File: src/rtl/lux_alarm_pkg.sv
package lux_alarm_pkg;
  localparam int DATA_W  = 16;
  localparam int PCODE_W = 4;
  localparam int CNT_W   = 6;
endpackage

File: src/rtl/lux_range_cmp.sv
module lux_range_cmp #(
  parameter int DATA_W = 16
) (
  input  logic [DATA_W-1:0] level,
  input  logic [DATA_W-1:0] lo,
  input  logic [DATA_W-1:0] hi,
  output logic              out_of_range
);
  logic below, above, crossed;
  always_comb begin
    below   = level < lo;
    above   = level > hi;
    crossed = lo > hi;
    // lower test first; crossed limits suppress the upper test
    out_of_range = below | (above & ~crossed);
  end
endmodule

File: src/rtl/lux_persist_map.sv
module lux_persist_map #(
  parameter int PCODE_W = 4,
  parameter int CNT_W   = 6
) (
  input  logic [PCODE_W-1:0] code,
  output logic [CNT_W-1:0]   target
);
  localparam int LINEAR_TOP = 3;
  localparam int STEP       = 5;
  int scaled;
  always_comb begin
    scaled = (int'(code) - LINEAR_TOP) * STEP;
    if (int'(code) <= LINEAR_TOP) target = CNT_W'(code);
    else                          target = CNT_W'(scaled);
  end
endmodule

File: src/rtl/lux_streak.sv
module lux_streak #(
  parameter int CNT_W = 6
) (
  input  logic             clk,
  input  logic             rst_n,
  input  logic             take,
  input  logic             oor,
  input  logic [CNT_W-1:0] target,
  output logic             reached
);
  localparam logic [CNT_W-1:0] CNT_MAX = {CNT_W{1'b1}};
  logic [CNT_W-1:0] cnt, cnt_nx;

  always_comb begin
    cnt_nx  = (cnt == CNT_MAX) ? cnt : cnt + 1'b1;
    reached = oor && (cnt_nx >= target);
  end

  always_ff @(posedge clk or negedge rst_n) begin
    if (!rst_n)    cnt <= '0;
    else if (take) cnt <= oor ? cnt_nx : '0;
  end

  AST_STREAK_RESET: assert property (@(posedge clk) disable iff (!rst_n)
    (take && !oor) |=> (cnt == '0));
  AST_NO_WRAP: assert property (@(posedge clk) disable iff (!rst_n)
    (take && oor && cnt == CNT_MAX) |=> (cnt == CNT_MAX));
  AST_IDLE_HOLD: assert property (@(posedge clk) disable iff (!rst_n)
    !take |=> $stable(cnt));
endmodule

File: src/rtl/lux_alarm.sv
module lux_alarm
  import lux_alarm_pkg::*;
#(
  parameter int DW = DATA_W,
  parameter int CW = CNT_W
) (
  input  logic               clk,
  input  logic               rst_n,
  input  logic               smp_valid,
  output logic               smp_ready,
  input  logic [DW-1:0]      smp_level,
  input  logic [DW-1:0]      lim_lo,
  input  logic [DW-1:0]      lim_hi,
  input  logic [PCODE_W-1:0] persist_code,
  input  logic               irq_en,
  input  logic               irq_clr,
  output logic               irq_flag,
  output logic               irq_od_n
);
  logic          oor, reached, fire, take;
  logic [CW-1:0] target;

  assign smp_ready = 1'b1;
  assign take      = smp_valid & smp_ready;

  lux_range_cmp #(.DATA_W(DW)) u_cmp (
    .level(smp_level), .lo(lim_lo), .hi(lim_hi), .out_of_range(oor));

  lux_persist_map #(.PCODE_W(PCODE_W), .CNT_W(CW)) u_map (
    .code(persist_code), .target(target));

  lux_streak #(.CNT_W(CW)) u_streak (
    .clk(clk), .rst_n(rst_n), .take(take), .oor(oor),
    .target(target), .reached(reached));

  assign fire = take & ((persist_code == '0) | reached);

  always_ff @(posedge clk or negedge rst_n) begin
    if (!rst_n)       irq_flag <= 1'b0;
    else if (fire)    irq_flag <= 1'b1;   // trigger beats clear
    else if (irq_clr) irq_flag <= 1'b0;
  end

  assign irq_od_n = ~(irq_flag & irq_en);

  AST_FIRE_SETS: assert property (@(posedge clk) disable iff (!rst_n)
    fire |=> irq_flag);
  AST_CLR_DROPS: assert property (@(posedge clk) disable iff (!rst_n)
    (irq_clr && !fire) |=> !irq_flag);
  AST_FLAG_STICKY: assert property (@(posedge clk) disable iff (!rst_n)
    (!fire && !irq_clr) |=> $stable(irq_flag));
  AST_CODE0_EVERY: assert property (@(posedge clk) disable iff (!rst_n)
    (smp_valid && persist_code == '0) |=> irq_flag);
  AST_NO_PULL_WHEN_OFF: assert property (@(posedge clk) disable iff (!rst_n)
    !irq_flag |-> irq_od_n);
endmodule

File: config.mk
export PLATFORM = sky130hd
export DESIGN_NAME = lux_alarm
export DESIGN_NICKNAME = d
export VERILOG_FILES = /design/src/rtl/lux_alarm_pkg.sv /design/src/rtl/lux_range_cmp.sv /design/src/rtl/lux_persist_map.sv /design/src/rtl/lux_streak.sv /design/src/rtl/lux_alarm.sv
export SDC_FILE = /design/constraint.sdc
export NUM_CORES = 1
export LEC_CHECK = 0
export ABC_AREA = 1
export BUFFER_PORTS_ARGS = -buffer_cell sky130_fd_sc_hd__buf_4
export CAP_MARGIN = 20
export CORE_MARGIN = 3
export CORE_UTILIZATION = 46
export DETAILED_ROUTE_END_ITERATION = 12
export PLACE_DENSITY = 0.84
export SLEW_MARGIN = 20
export SYNTH_ARGS = -nofsm -noshare
export SYNTH_HDL_FRONTEND = slang
export SYNTH_SLANG_ARGS = --single-unit
File: constraint.sdc
create_clock -name clk -period 2.7 [get_ports clk]
set_input_delay 0.27 -clock clk [delete_from_list [all_inputs] [get_ports clk]]
set_output_delay 0.27 -clock clk [all_outputs]
set_load 0.01 [all_outputs]
==> results_dict.tcl, run 1 <==
set metrics [dict create \
    synth_ff_type "dfrtp_1" \
    cts_root_buf "clkbuf_8" \
    grt_usage 0.167 \
    die_area_sq_um 5010 \
    hold_class "primary input to flop" \
    critPathLaunchType "primary input" \
    wl_microns 4080 \
    drtIter0Drc 62 \
    vias 1971 \
    fp.coreArea_sq_um 3850 \
    htreeDepth 1 \
    synth_edf_count 0 \
    drv_slew 0 \
    grt-ovfl-total 0 \
    wl_per_cell_microns 10.2 \
    hpwl_microns 3790 \
    yosysSeqAreaShare 0.0907 \
    grt_pass1_wl_microns 7290 \
    drtPass1Iterations 4 \
    path_class "primary input to flop" \
    whs_path_depth 4 \
    fmax_mhz 395 \
    n_antenna_cell 0 \
    syn_to_final_growth_pct 30.5 \
    hold_slack_ns 0.275 \
    crit_fanout 3 \
    finalCritPeriodShare 0.938 \
    vias_per_cell 4.94 \
    setup-violations-final 0 \
    max_cap_violations 0 \
    syn_inst 285 \
    synth_top_area_share 0.389 \
    final_core_util 0.654 \
    port_buffers 58 \
    rows 22 \
    floorplan.initialDensity 0.501 \
    grt_max_degree 14 \
    arrival_ns 2.65 \
    p_per_area_nw_per_um2 315 \
    yosys_warnings 0 \
    io_pins 60 \
    ff2ff_setup_slack_ns 0.44 \
    clockBufferDepth 2 \
    die_h_microns 70.8 \
    first_global_vias 1898 \
    yosysTopAreaCell "ha_1" \
    clock_latency_ns 0.23 \
    drc 0 \
    synth_area_leaders "ha_1 39%, nand2_1 13%, inv_1 11%" \
    nFillCells 355 \
    final_cells 399 \
    synth-seq-cells 7 \
    yosysUniqueCellTypes 28 \
    nets 470 \
    cts_tree "built" \
    irDropWorstVdd_uv 194 \
    synth_async_sr_flop_share 1.00 \
    crit_path_end_kind "flop" \
    antenna_found_initial 0 \
    period_minus_slack_ns 2.53 \
    numCtsBuffers 3 \
    final_common_cell "nand2_1" \
    path_clk_slew_ns 0.04 \
    setup_tns_ns 0 \
    cts_sinks 7 \
    fp.dieW_microns 70.8 \
    status "finished, final reports clean" \
    place_inst 393 \
    synth_area_per_cell_sq_um 6.77 \
    hold_violations 0 \
    total_power_uw 793 \
    drive_above_1_share 0.211 \
    reg2regPathDepth 14 \
    ant_nets 0 \
    routabilityCongestion 0.804 \
    leakagePower_nw 1.49 \
    required_ns 2.82 \
    finClkSkew_ns 0.00288 \
    syn-cell-area_sq_um 1930 \
    synth.net_count 403 \
    layout_common_cells "66 x nand2_1, 63 x buf_4, 59 x ha_1, 55 x inv_1, 24 x a21oi_1" \
]
-- critical path, stage by stage --
cell,delay (ns)
buf_4,0.13
a21oi_2,0.18
xor2_2,0.18
ha_1,0.26
ha_1,0.21
fa_1,0.38
xnor2_1,0.14
nand2_1,0.07
ha_1,0.29
nand2_1,0.09
inv_1,0.05
o211ai_1,0.07
o2111ai_1,0.11
nand2_1,0.08
nand2_1,0.04
nand2_1,0.05
nand2_1,0.04
-- area by class of cell --
type	count	area (sq um)	area share
clock buffer	4	45.0	0.0179
timing repair buffer	64	483	0.192
tap	48	60.1	0.0238
sequential	7	175	0.0695
multi-input combinational	219	1540	0.612
inverter	57	214	0.0849
-- per-layer routing --
layer | global-route usage | vias up | routed length, microns
met4 | 0.0313 | 0 | 28
met2 | 0.319 | 47 | 2010
met3 | 0.0114 | 5 | 213
met5 | 0 | - | 0
met1 | 0.205 | 854 | 1830
li1 | - | 1065 | -
-- per-stage QoR --
step | area, sq um | setup slack [ns]
global placement | 2440 | -0.0416
global route | 2520 | -0.00102
CTS | 2500 | 0.126
detailed placement | 2440 | -0.0940
floorplan | 1930 | 0.134
finish | 2520 | 0.168
-- power by group --
part	internal, mW	switching, mW	total (mW)
Sequential	0.130	0.0239	0.154
Clock	0.102	0.0449	0.147
Combinational	0.239	0.253	0.492
-- worst paths after layout --
| kind | from | to |
|---|---|---|
| max | persist_code[0] | irq_flag$_DFFE_PN0P_ |
| min | irq_clr | irq_flag$_DFFE_PN0P_ |
| max reg2reg | u_streak.cnt[0]$_DFFE_PN0P_ | irq_flag$_DFFE_PN0P_ |
| min reg2reg | irq_flag$_DFFE_PN0P_ | irq_flag$_DFFE_PN0P_ |
| max in group asynchronous | rst_n | u_streak.cnt[5]$_DFFE_PN0P_ |
| min in group asynchronous | rst_n | irq_flag$_DFFE_PN0P_ |
-- synth_stat cells (2+ instances only) --
cell and n:
o21a_1 2, nand3_1 11, o21ai_0 16, nor4_1 2
dfrtp_1 7, nor2_1 16, xor2_1 3, inv_1 56
nand2_1 66, a21oi_1 24, xnor2_1 4, nand4_1 3
ha_1 60
-- registers in the layout, summed over array words and instances, names as in the netlist --
| signal | cells |
|---|---|
| irq_flag | 1 |
| u_streak.cnt | 6 |
-- kinds of logic (layout without fill, tap and decap cells) --
| family | after synthesis | after routing | share of synthesized area |
|---|---|---|---|
| fa+ha+maj | 61 | 61 | 0.399 |
| compound gates | 47 | 47 | 0.132 |
| buf+inv | 59 | 125 | 0.117 |
| simple gates | 102 | 102 | 0.219 |
| xor+xnor | 8 | 8 | 0.0402 |
| flops | 7 | 7 | 0.0907 |
| other cells | 1 | 1 | 0.00194 |
-- timing repair --
action | 4_1_cts | 5_1_grt
endpoints found under the setup margin | 0 | 1
resized for setup | 0 | 2
buffers inserted | 0 | 1
hold buffers | 1 | 0
hold endpoints to repair | 7 | 0
Power figures use the tool's default switching activity.
==> inputs of run 2 (changes only) <==
- PLACE_DENSITY: 0.84 -> default
- PLACE_DENSITY_LB_ADDON: default -> 0.3
==> run 2 against run 1 <==
Against the previous run: sequential power is essentially flat; largest cell class unchanged; critical path type unchanged; combinational power shrank 2%; maximum frequency shrank 0.76%; setup slack lost 0.019 ns; largest power group unchanged.
==> results_dict.tcl, run 2 (synthesis results as in run 1) <==
set metrics [dict create \
    status "finished, final reports clean" \
    wl_microns 4210 \
    vias 1932 \
    rsz0062_at_grt "no" \
    port_buffers 58 \
    die_h_microns 70.8 \
    p_per_area_nw_per_um2 315 \
    fp.dieW_microns 70.8 \
    wl_per_cell_microns 10.5 \
    die_area_sq_um 5010 \
    fp.coreArea_sq_um 3850 \
    critPathLaunchType "primary input" \
    drtPass1Iterations 4 \
    hold_buffers 1 \
    drtIter0Drc 91 \
    grt-ovfl-total 0 \
    clock_latency_ns 0.23 \
    p_int_uw 466 \
    crit_path_end_kind "flop" \
    cts_root_buf "clkbuf_8" \
    grt_pass1_wl_microns 7370 \
    path_class "primary input to flop" \
    n_antenna_cell 0 \
    setup-violations-final 0 \
    post_cts_buffers 0 \
    fmax_mhz 392 \
    pwr-share-clk 0.190 \
    floorplan.initialDensity 0.501 \
    comb_power_share 0.614 \
    leakagePower_nw 1.50 \
    routabilityCongestion 0.820 \
    pre_cts_slack_ns -0.0881 \
    crit_fanout 3 \
    clockBufferDepth 2 \
    hpwl_microns 3880 \
    ant_nets 0 \
    numCtsBuffers 3 \
    switching_share 0.409 \
    cts_resized 0 \
    first_global_vias 1814 \
    rows 22 \
    vias_per_cell 4.84 \
    hold_class "primary input to flop" \
    worstHoldStart "irq_clr" \
    power.switching_uw 322 \
    top_register "u_streak.cnt" \
    syn_to_final_growth_pct 29.9 \
    r2r_start "u_streak.cnt[0]$_DFFE_PN0P_" \
    cts_sinks 7 \
    startpoint "persist_code[0]" \
    irDropWorstVdd_uv 187 \
    finClkSkew_ns 0.00131 \
    arrival_ns 2.67 \
    final_common_cell "nand2_1" \
    drc 0 \
    setup_tns_ns 0 \
    period_minus_slack_ns 2.55 \
    antenna_found_initial 0 \
    layout_common_cells "66 x nand2_1, 63 x buf_4, 60 x ha_1, 56 x inv_1, 24 x a21oi_1" \
    largestRegisters "u_streak.cnt (6), irq_flag (1)" \
    worst_slack_ns 0.149 \
    io_pins 60 \
    finalCritPeriodShare 0.945 \
    htreeDepth 1 \
    drv_slew 0 \
    seqPwrFrac 0.197 \
    largest_register_ffs 6 \
    grt_max_degree 14 \
    grt_usage 0.171 \
    drive_above_1_share 0.205 \
    cts_tree "built" \
    max_cap_violations 0 \
    path_clk_slew_ns 0.04 \
    hold_violations 0 \
    total_power_uw 789 \
    nets 470 \
    required_ns 2.82 \
]
run 2: metal layers:
metal,global-route usage,part of all wire
met3,0.0170,0.042
met1,0.235,0.47
met5,0,0
met4,0.0376,0.010
met2,0.290,0.48
run 2: power groups by stage:
stage / combinational [mW] / sequential [mW] / clock (mW)
6_report: 0.484 / 0.155 / 0.150
2_1_floorplan: 0.318 / 0.153 / 0
3_5_place_dp: 0.489 / 0.156 / 0
4_1_cts: 0.493 / 0.155 / 0.153
3_3_place_gp: 0.472 / 0.156 / 0
5_1_grt: 0.572 / 0.158 / 0.162
run 2: per-stage QoR:
stage	cell area, sq um	std cells	utilization	hold slack (ns)
final	2510	399	0.651	0.285
after global routing	2510	399	0.651	0.296
after detailed placement	2450	394	0.636	0.0874
after floorplan	1930	285	-	-0.0256
after CTS	2510	399	0.651	0.278
after global placement	2450	394	0.636	0.0872
run 2: worst max-delay path, cell delays in order:
cell	delay, ns
buf_4	0.10
inv_1	0.05
ha_1	0.30
ha_1	0.28
ha_1	0.21
fa_1	0.38
xnor2_1	0.16
nand2_1	0.07
ha_1	0.29
nand2_1	0.10
inv_1	0.06
o211ai_1	0.07
o2111ai_1	0.12
nand2_1	0.08
nand2_1	0.04
nand2_1	0.05
nand2_1	0.04
run 2: final timing paths:
check	endpoint	slack, ns	cells after the start
max	irq_flag$_DFFE_PN0P_	0.15	17
min	irq_flag$_DFFE_PN0P_	0.28	4
max reg2reg	irq_flag$_DFFE_PN0P_	0.40	14
min reg2reg	irq_flag$_DFFE_PN0P_	0.53	2
max in group asynchronous	u_streak.cnt[1]$_DFFE_PN0P_	2.18	2
min in group asynchronous	u_streak.cnt[5]$_DFFE_PN0P_	0.40	2
run 2: layout make-up:
class / count / area, sq um
Inverter: 57 / 214
Sequential cell: 7 / 175
Multi-Input combinational cell: 219 / 1530
Clock buffer: 4 / 45.0
Fill cell: 357 / 1350
Timing Repair Buffer: 64 / 483
Tap cell: 48 / 60.1
==> inputs of run 3 (changes only) <==
- PLACE_DENSITY: default -> 0.71
- PLACE_DENSITY_LB_ADDON: 0.3 -> default
==> run 3 against run 2 <==
Against the previous run: clock power is essentially flat; largest power group unchanged; cell area rose by 1.3%; die area stayed put; clock-buffer cell count did not move; highest routed layer unchanged; critical path type unchanged; maximum frequency rose by 2.3%; final cell count up 0.50%; register-to-register slack got worse by 0.03 ns.
==> results_dict.tcl, run 3 (synthesis results as in run 1) <==
set metrics [dict create \
    floorplan.initialDensity 0.501 \
    drtIter0Drc 76 \
    nets 472 \
    vias 1943 \
    gr-usage-met3 0.0241 \
    comb_power_share 0.619 \
    status "finished, final reports clean" \
    whs_path_depth 4 \
    pwr-share-clk 0.186 \
    ant_nets 0 \
    drive_above_1_share 0.218 \
    cts_tree "built" \
    grt_usage 0.173 \
    worstHoldEndpoint "irq_flag$_DFFE_PN0P_" \
    rows 22 \
    fp.dieW_microns 70.8 \
    n_antenna_cell 0 \
    clockBufferDepth 2 \
    routabilityCongestion 0.776 \
    total_power_uw 808 \
    setup-violations-final 0 \
    io_pins 60 \
    r2r-end "irq_flag$_DFFE_PN0P_" \
    setup_tns_ns 0 \
    finClkSkew_ns 0.000564 \
    worst_slew_pin_slew_ns 0.560 \
    syn_to_final_growth_pct 31.6 \
    path_class "primary input to flop" \
    grt-busiest-layer "met2" \
    top_register "u_streak.cnt" \
    cts_root_buf "clkbuf_8" \
    placed_cell_area_sq_um 2460 \
    largestRegisters "u_streak.cnt (6), irq_flag (1)" \
    reg2regPathDepth 14 \
    p_per_area_nw_per_um2 318 \
    r2r_start "u_streak.cnt[0]$_DFFE_PN0P_" \
    cts_sinks 7 \
    irDropWorstVdd_uv 188 \
    worstHoldStart "irq_clr" \
    hold_violations 0 \
    fp.coreArea_sq_um 3850 \
    vias_per_cell 4.85 \
    grt_pass1_wl_microns 7390 \
    required_ns 2.82 \
    fmax_mhz 401 \
    hold_class "primary input to flop" \
    path_clk_slew_ns 0.04 \
    max_cap_violations 0 \
    clock_latency_ns 0.23 \
    drtPass1Iterations 5 \
    final_cells 401 \
    ff2ff_setup_slack_ns 0.37 \
    arrival_ns 2.62 \
    critPathLaunchType "primary input" \
    crit_path_end_kind "flop" \
    cpPeakStageDelay_ns 0.51 \
    seqPwrFrac 0.195 \
    leakagePower_nw 1.50 \
    largest_register_ffs 6 \
    crit_chain "buf_4, inv_1, ha_1, ha_1, ha_1, fa_2, nand2_1, ha_1, nand2_2, inv_1, o211ai_1, o2111ai_1, nand2_1, nand2_1, nand2_1, nand2_1" \
    antenna_found_initial 0 \
    fin_area_sq_um 2540 \
    grt-ovfl-total 0 \
    power.switching_uw 332 \
    numCtsBuffers 3 \
    place_inst 395 \
    die_h_microns 70.8 \
    first_global_vias 1762 \
    htreeDepth 1 \
    period_minus_slack_ns 2.49 \
    port_buffers 58 \
    drc 0 \
    wl_microns 4240 \
    rsz0062_at_grt "no" \
    crit_fanout 3 \
    maxSlewHeadroom 0.622 \
    p_int_uw 476 \
    die_area_sq_um 5010 \
    switching_share 0.411 \
    drv_slew 0 \
    grt_util_met2 0.272 \
    layout_common_cells "65 x nand2_1, 65 x buf_4, 59 x ha_1, 56 x inv_1, 24 x a21oi_1" \
    hpwl_microns 3780 \
    finalCritPeriodShare 0.924 \
    crit_top_cell "nand2_1" \
    cp_slowest_cell "fa_2" \
    grt_max_degree 14 \
    wl_per_cell_microns 10.6 \
    grtUsageMet1 0.244 \
]
run 3: cell count changes in the layout (fill, tap and decap cells not counted), sizes merged:
cell	previous run	this run
buf	63	65
run 3: area by class of cell:
class / instances / area (sq um)
clock buffers: 4 / 45.0
fillers: 347 / 1310
inverters: 57 / 214
multi-input cells: 219 / 1550
flip-flops and latches: 7 / 175
well taps: 48 / 60.1
repair buffers: 66 / 498
run 3: routing by layer:
layer	wire, microns	up-vias
li1	-	1067
met1	2100	822
met2	1860	47
met3	210	7
met4	61	0
met5	0	-
run 3: power by group through the flow:
| stage | Clock, mW | Sequential [mW] | Combinational [mW] |
|---|---|---|---|
| 2_1_floorplan | 0 | 0.153 | 0.318 |
| 3_3_place_gp | 0 | 0.156 | 0.478 |
| 3_5_place_dp | 0 | 0.157 | 0.487 |
| 4_1_cts | 0.152 | 0.156 | 0.492 |
| 5_1_grt | 0.162 | 0.161 | 0.591 |
| 6_report | 0.150 | 0.157 | 0.500 |
run 3: worst max path at each step:
| stage | from | endpoint | slack, ns | cells past startpoint |
|---|---|---|---|---|
| finish | persist_code[0] | irq_flag$_DFFE_PN0P_ | 0.21 | 16 |
| global route | persist_code[0] | irq_flag$_DFFE_PN0P_ | 0.02 | 16 |
| CTS | persist_code[0] | irq_flag$_DFFE_PN0P_ | 0.13 | 17 |
| detailed placement | persist_code[0] | irq_flag$_DFFE_PN0P_ | -0.09 | 17 |
| global placement | persist_code[0] | irq_flag$_DFFE_PN0P_ | -0.05 | 17 |
| floorplan | persist_code[0] | irq_flag$_DFFE_PN0P_ | 0.13 | 16 |
run 3: critical path: cells and delay by family:
kind            cells  cell delay, ns
compound gates      2            0.20
fa+ha+maj           5            1.60
buf+inv             3            0.20
simple gates        6            0.35
run 3: what timing repair did:
action,CTS,global route
endpoints found under the hold margin,7,0
setup endpoints to repair,0,1
gates resized for setup,0,3
hold buffers,1,0
buffers inserted,0,1
run 3: per-stage QoR:
stage | util | setup slack (ns) | hold slack [ns]
after floorplan | - | 0.134 | -0.0256
after CTS | 0.653 | 0.131 | 0.280
final | 0.659 | 0.206 | 0.282
after global routing | 0.659 | 0.0229 | 0.301
after global placement | 0.638 | -0.0525 | 0.0873
after detailed placement | 0.638 | -0.0913 | 0.0868
